$ cat config.mk
export PLATFORM = sky130hd
export DESIGN_NAME = rotary_step_decoder
export DESIGN_NICKNAME = d
export VERILOG_FILES = /design/src/rtl/rotdec_pkg.sv /design/src/rtl/rotdec_phase_hist.sv /design/src/rtl/rotdec_step_detect.sv /design/src/rtl/rotdec_event_stage.sv /design/src/rtl/rotary_step_decoder.sv
export SDC_FILE = /design/constraint.sdc
export NUM_CORES = 1
export LEC_CHECK = 0
export ABC_CLOCK_PERIOD_IN_PS = 1000
export CAP_MARGIN = 20
export CORE_AREA = 2 2 39 41
export DETAILED_ROUTE_END_ITERATION = 10
export DIE_AREA = 0 0 41 43
export MAX_ROUTING_LAYER = met4
export PLACE_DENSITY_LB_ADDON = 0.3
export SYNTH_ARGS = -nofsm -noshare
export SYNTH_HDL_FRONTEND = slang
export SYNTH_SLANG_ARGS = --single-unit
export TNS_END_PERCENT = 10
$ cat constraint.sdc
create_clock -name clk -period 1 [get_ports clk]
set_clock_uncertainty 0.1 [all_clocks]
set_input_delay 0.3 -clock clk [delete_from_list [all_inputs] [get_ports clk]]
set_output_delay 0.3 -clock clk [all_outputs]
set_load 0.05 [all_outputs]
$ cat src/rtl/rotdec_pkg.sv
package rotdec_pkg;

   typedef struct packed {
      logic a;
      logic b;
   } phase_pair_t;

   localparam phase_pair_t PHASE_IDLE = '{a: 1'b0, b: 1'b0};

endpackage

$ cat src/rtl/rotdec_phase_hist.sv
module rotdec_phase_hist
   import rotdec_pkg::*;
(
   input  logic        clk,
   input  logic        rst,
   input  phase_pair_t cur,
   output phase_pair_t prev,
   output logic        hist_ok
);

   // Previous-cycle copy of the phases plus a flag saying the copy is real.
   always_ff @(posedge clk) begin
      if (rst) begin
         prev    <= PHASE_IDLE;
         hist_ok <= 1'b0;
      end else begin
         prev    <= cur;
         hist_ok <= 1'b1;
      end
   end

endmodule

$ cat src/rtl/rotdec_step_detect.sv
module rotdec_step_detect
   import rotdec_pkg::*;
#(
   parameter logic LEFT_B_LEVEL = 1'b1
) (
   input  phase_pair_t cur,
   input  phase_pair_t prev,
   input  logic        hist_ok,
   output logic        step,
   output logic        dir_left
);

   always_comb begin
      step     = hist_ok & cur.a & ~prev.a;
      dir_left = (cur.b == LEFT_B_LEVEL);
   end

endmodule

$ cat src/rtl/rotdec_event_stage.sv
module rotdec_event_stage #(
   parameter int OUT_REG = 1
) (
   input  logic clk,
   input  logic rst,
   input  logic step,
   input  logic dir_left,
   output logic event_o,
   output logic left_o
);

   logic held_left;

   always_ff @(posedge clk) begin
      if (rst)       held_left <= 1'b0;
      else if (step) held_left <= dir_left;
   end

   generate
      if (OUT_REG != 0) begin : g_registered
         logic ev_q;
         always_ff @(posedge clk) begin
            if (rst) ev_q <= 1'b0;
            else     ev_q <= step;
         end
         assign event_o = ev_q;
         assign left_o  = held_left;
      end else begin : g_direct
         assign event_o = step;
         assign left_o  = step ? dir_left : held_left;
      end
   endgenerate

endmodule

$ cat src/rtl/rotary_step_decoder.sv
module rotary_step_decoder
   import rotdec_pkg::*;
#(
   parameter int   OUT_REG      = 1,
   parameter logic LEFT_B_LEVEL = 1'b1
) (
   input  logic clk,
   input  logic rst,
   input  logic phase_a,
   input  logic phase_b,
   output logic rotary_event,
   output logic rotary_left
);

   generate
      if (OUT_REG != 0 && OUT_REG != 1) begin : g_bad_out_reg
         $error("rotary_step_decoder: OUT_REG must be 0 or 1");
      end
   endgenerate

   phase_pair_t cur;
   phase_pair_t prev;
   logic        hist_ok;
   logic        step;
   logic        dir_left;

   assign cur = '{a: phase_a, b: phase_b};

   rotdec_phase_hist u_hist (
      .clk     (clk),
      .rst     (rst),
      .cur     (cur),
      .prev    (prev),
      .hist_ok (hist_ok)
   );

   rotdec_step_detect #(.LEFT_B_LEVEL(LEFT_B_LEVEL)) u_detect (
      .cur      (cur),
      .prev     (prev),
      .hist_ok  (hist_ok),
      .step     (step),
      .dir_left (dir_left)
   );

   rotdec_event_stage #(.OUT_REG(OUT_REG)) u_out (
      .clk      (clk),
      .rst      (rst),
      .step     (step),
      .dir_left (dir_left),
      .event_o  (rotary_event),
      .left_o   (rotary_left)
   );

endmodule

**Yosys cells after proc, flatten, opt, wreduce, memory -nomap -nowiden**

Cells that the tools add are included.

- Mux-type cells: 1
- Bitwise operators: 3

Operator list:

| cell | number |
|---|---|
| $and 1x1->1 | 2 |
| $mux 1 | 1 |
| $not 1->1 | 1 |

- Register bits after elaboration: 4
- Bits of input ports: 4
- Output and inout bits: 2
- Word-level logic and storage cells: 8

**Logic depth before layout (Yosys ltp)**

Gate-level depths: netlist (run 1).

- Word-level depth: 2
- Depth in mapped cells: 2
- Gate-level depth less buffers: 2

**Cells and area by module**

From an unflattened synthesis (run 1), not the netlist that was laid out.

- Cell total of the unflattened synthesis: 13
- Area total of the unflattened synthesis: 152.6 sq um

Modules (own cells, without submodules):

| module | times used | cells each | area each (sq um) |
|---|---|---|---|
| rotdec_phase_hist | 1 | 6 | 76.3 |
| rotdec_event_stage | 1 | 5 | 60.1 |
| rotdec_step_detect | 1 | 2 | 16.3 |

**Worst setup path before layout (run 1)**

OpenSTA, ideal clock, no wires.

- Path type: reg2out
- Start: register u_out.held_left, in the netlist u_out.left_o
- End: output port rotary_left
- Arrival time: 0.603 ns
- Setup slack: -0.003 ns
- Stages on the path, launching flop included: 1
- Buffers on the path: 0
- Cells stage by stage: dfxtp_1

RTL lines:

| what | line | text |
|---|---|---|
| start: declaration | rotdec_event_stage.sv:12 | `logic held_left;` |
| start signal: assignment | rotdec_event_stage.sv:16 | `else if (step) held_left <= dir_left;` |
| end: declaration | rotary_step_decoder.sv:12 | `output logic rotary_left` |

No word-level cell between the ends.

**Final worst setup path (run 1)**

- Start: register u_out.held_left, in the netlist u_out.left_o
- End: output port rotary_left

No word-level cell between the ends.

==> metrics.cfg, run 1 <==
[power]
cellLeakagePower_nw = 0.1132
p_sw_share_pct = 20.91
clkPwrFrac_pct = 46.8
p_comb_share_pct = 11.8
ir_worst_vdd_v = 0.0003749
p_int_mw = 0.3320
switchingPower_mw = 0.08779
seqPwrFrac_pct = 41.4
p_per_area_nw_per_um2 = 1669

[finish]
fillers = 148
diodes = 0
area_growth_pct = 91.43
drive_above_1_share_pct = 45.00
layout.nets = 26
instances_no_fill = 36
design_area_sq_um = 251.5

[cts]
holdBufCountCts = 0
cts-buffers-inserted = 3
cts_tree = yes
cts.sinks = 4
cts-root-buf = clkbuf_4
cts_htree_levels = 1
clk_latency_ns = 0.23
clk_pin_slew_ns = 0.04
clk_path_buf_depth = 2

[sta]
holdWs_ns = 0.3187
hold_viol = 0
worst_slew_pin_slew_ns = 0.1113
min_period_over_period_pct = 110.5
slew_violations = 0
finalCriticalPeriod_ns = 1.105
setup_viol = 2
fin_ws_ns = -0.1049
slew_headroom_pct = 92.36
rsz0062_at_grt = yes
fmax_mhz = 905.0

[global_routing]
grt_pass1_vias = 130
grt_max_degree = 5
grt_remaining_overflow = 0
antenna_found_initial = 0
track_usage_pct = 5.350
grt_pass1_wl_um = 503

[setup_path]
crit_cells = 1
crit_path_start_kind = flip-flop
cp.arrival_ns = 0.70
end_kind = output pin
reg2reg_from = u_hist.prev[1]$_SDFF_PP0_
cp.required_ns = 0.60
cpLargestDelayFamily = flip-flops
cp-endpoint = rotary_left
path_buf_inv = 1
cp_max_fo = 2
cp-startpoint = u_out.left_o$_SDFFE_PP0P_
r2r_slack_ns = 0.20
cpPeakStageDelay_ns = 0.34
cpMaxStageDelayCell = dfxtp_2
ff2ff_path_depth = 2
r2r-end = u_out.left_o$_SDFFE_PP0P_
crit_chain = buf_12
path_class = flip-flop to output pin

[drt]
finalWirelength_um = 256
wl_met2_um = 92
drc = 0
wire_per_inst_um = 7.111
vias = 109
ant_nets = 0
vias_per_cell = 3.028
met1_length_um = 115
drt_iter0_drc = 0
highest_layer = met4
dr.pass1.iters = 1
dr_wl_met3_um = 41

[floorplan]
die_area_sq_um = 1763
row_count = 14
die_h_um = 43
coreArea_sq_um = 1384
start_util_pct = 9.494
fp.dieW_um = 41
num_io_pins = 6

[synth]
syn_area_sq_um = 131.4
postSynthAreaPerCell_sq_um = 11.94
yosys_register_bits = 4
synth_fp_nets = 15
synth_cell_type_count = 7
yosysSeqAreaShare_pct = 60.95
syn_inst = 11
yosysWarnings = 0

[placement]
gp_congestion = 0.5818
placed_cells = 32
numPortBuffers = 5
dp_hpwl_um = 198.2
place_area_sq_um = 222.7

[hold_path]
hold_path_class = input port to flip-flop

[run]
cap_violations = 0

[run_status]
failed_checks = setup timing
outcome = finished with violations

==> power groups by stage <==
stage	Sequential, mW	Clock, mW	Combinational, mW
floorplan	0.185	0	0.0102
global placement	0.175	0	0.0489
detailed placement	0.176	0	0.0503
CTS	0.174	0.210	0.0476
global route	0.175	0.223	0.0532
finish	0.174	0.196	0.0495
==> state kept, by name, summed over array words and instances (netlist names) <==
name / cells
u_hist.hist_ok: 1
u_hist.prev: 1
u_out.event_o: 1
u_out.left_o: 1
==> synth_stat cells <==
cell / count / area share (%)
nand2b_1: 2 / 9.5
inv_1: 1 / 2.9
nor2b_2: 1 / 6.7
mux2i_1: 1 / 7.6
dfxtp_1: 4 / 61
and3b_1: 1 / 6.7
nand3b_1: 1 / 5.7
==> layer usage <==
metal	up-vias	track usage, %
li1	54	-
met1	47	5.145
met2	6	4.688
met3	2	4.712
met4	0	8.000
met5	-	-
==> worst min path at each step <==
| stage | startpoint | to | slack, ns | cells after the start |
|---|---|---|---|---|
| 6_report | rst | u_hist.hist_ok$_DFF_P_ | 0.32 | 2 |
| 5_1_grt | rst | u_hist.hist_ok$_DFF_P_ | 0.34 | 2 |
| 4_1_cts | rst | u_hist.hist_ok$_DFF_P_ | 0.32 | 2 |
| 3_5_place_dp | u_hist.hist_ok$_DFF_P_ | u_out.event_o$_SDFF_PP0_ | 0.39 | 1 |
| 3_3_place_gp | u_hist.hist_ok$_DFF_P_ | u_out.event_o$_SDFF_PP0_ | 0.37 | 1 |
| 2_1_floorplan | rst | u_hist.hist_ok$_DFF_P_ | 0.26 | 1 |
==> metrics by stage <==
stage / util, % / setup TNS [ns] / setup WS, ns / total power, mW
6_report: 18.17 / -0.1934 / -0.1049 / 0.4198
5_1_grt: 18.17 / -0.2516 / -0.1338 / 0.4514
3_3_place_gp: 16.09 / -0.6151 / -0.2466 / 0.2244
2_1_floorplan: - / 0 / 0.01267 / 0.1954
4_1_cts: 17.63 / -0.2260 / -0.1229 / 0.4315
3_5_place_dp: 16.09 / -0.7309 / -0.2752 / 0.2266
==> what timing repair did <==
action / in CTS / in global routing
resized for setup: 3 / 0
setup endpoints to repair: 4 / 2
setup buffers: 0 / 1
==> cell families (layout without fill, tap and decap cells) <==
group         Yosys count  count (layout)  share of synthesized area [%]
simple gates            5               5                          28.57
buf+inv                 1              10                          2.854
flops                   4               4                          60.95
mux                     1               1                          7.619
==> area by class of cell <==
type / count / area [sq um] / share of cell area [%]
Multi-Input combinational cell: 6 / 47.55 / 18.91
Clock buffer: 3 / 22.52 / 8.955
Sequential cell: 4 / 82.58 / 32.84
Timing Repair Buffer: 6 / 75.07 / 29.85
Inverter: 1 / 3.754 / 1.493
Tap cell: 16 / 20.02 / 7.960
==> layout by cell type, fill, tap and decap left out <==
| master | count |
|---|---|
| clkbuf_4 | 3 |
| buf_4 | 1 |
| and3b_1 | 1 |
| clkdlybuf4s50_1 | 1 |
| dfxtp_2 | 2 |
| dlygate4sd2_1 | 2 |
| nand2b_1 | 2 |
| buf_12 | 2 |
| dfxtp_1 | 2 |
| nand3b_1 | 1 |
| mux2i_1 | 1 |
| nor2b_2 | 1 |
| inv_1 | 1 |
(Power assumes the default switching activity.)
==> run 2, diff against run 1 <==
- CAP_MARGIN: 20 -> 10
- TNS_END_PERCENT: 10 -> 30
==> results of run 2 <==
Final layout, timing and power as in run 1 (identical DEF).
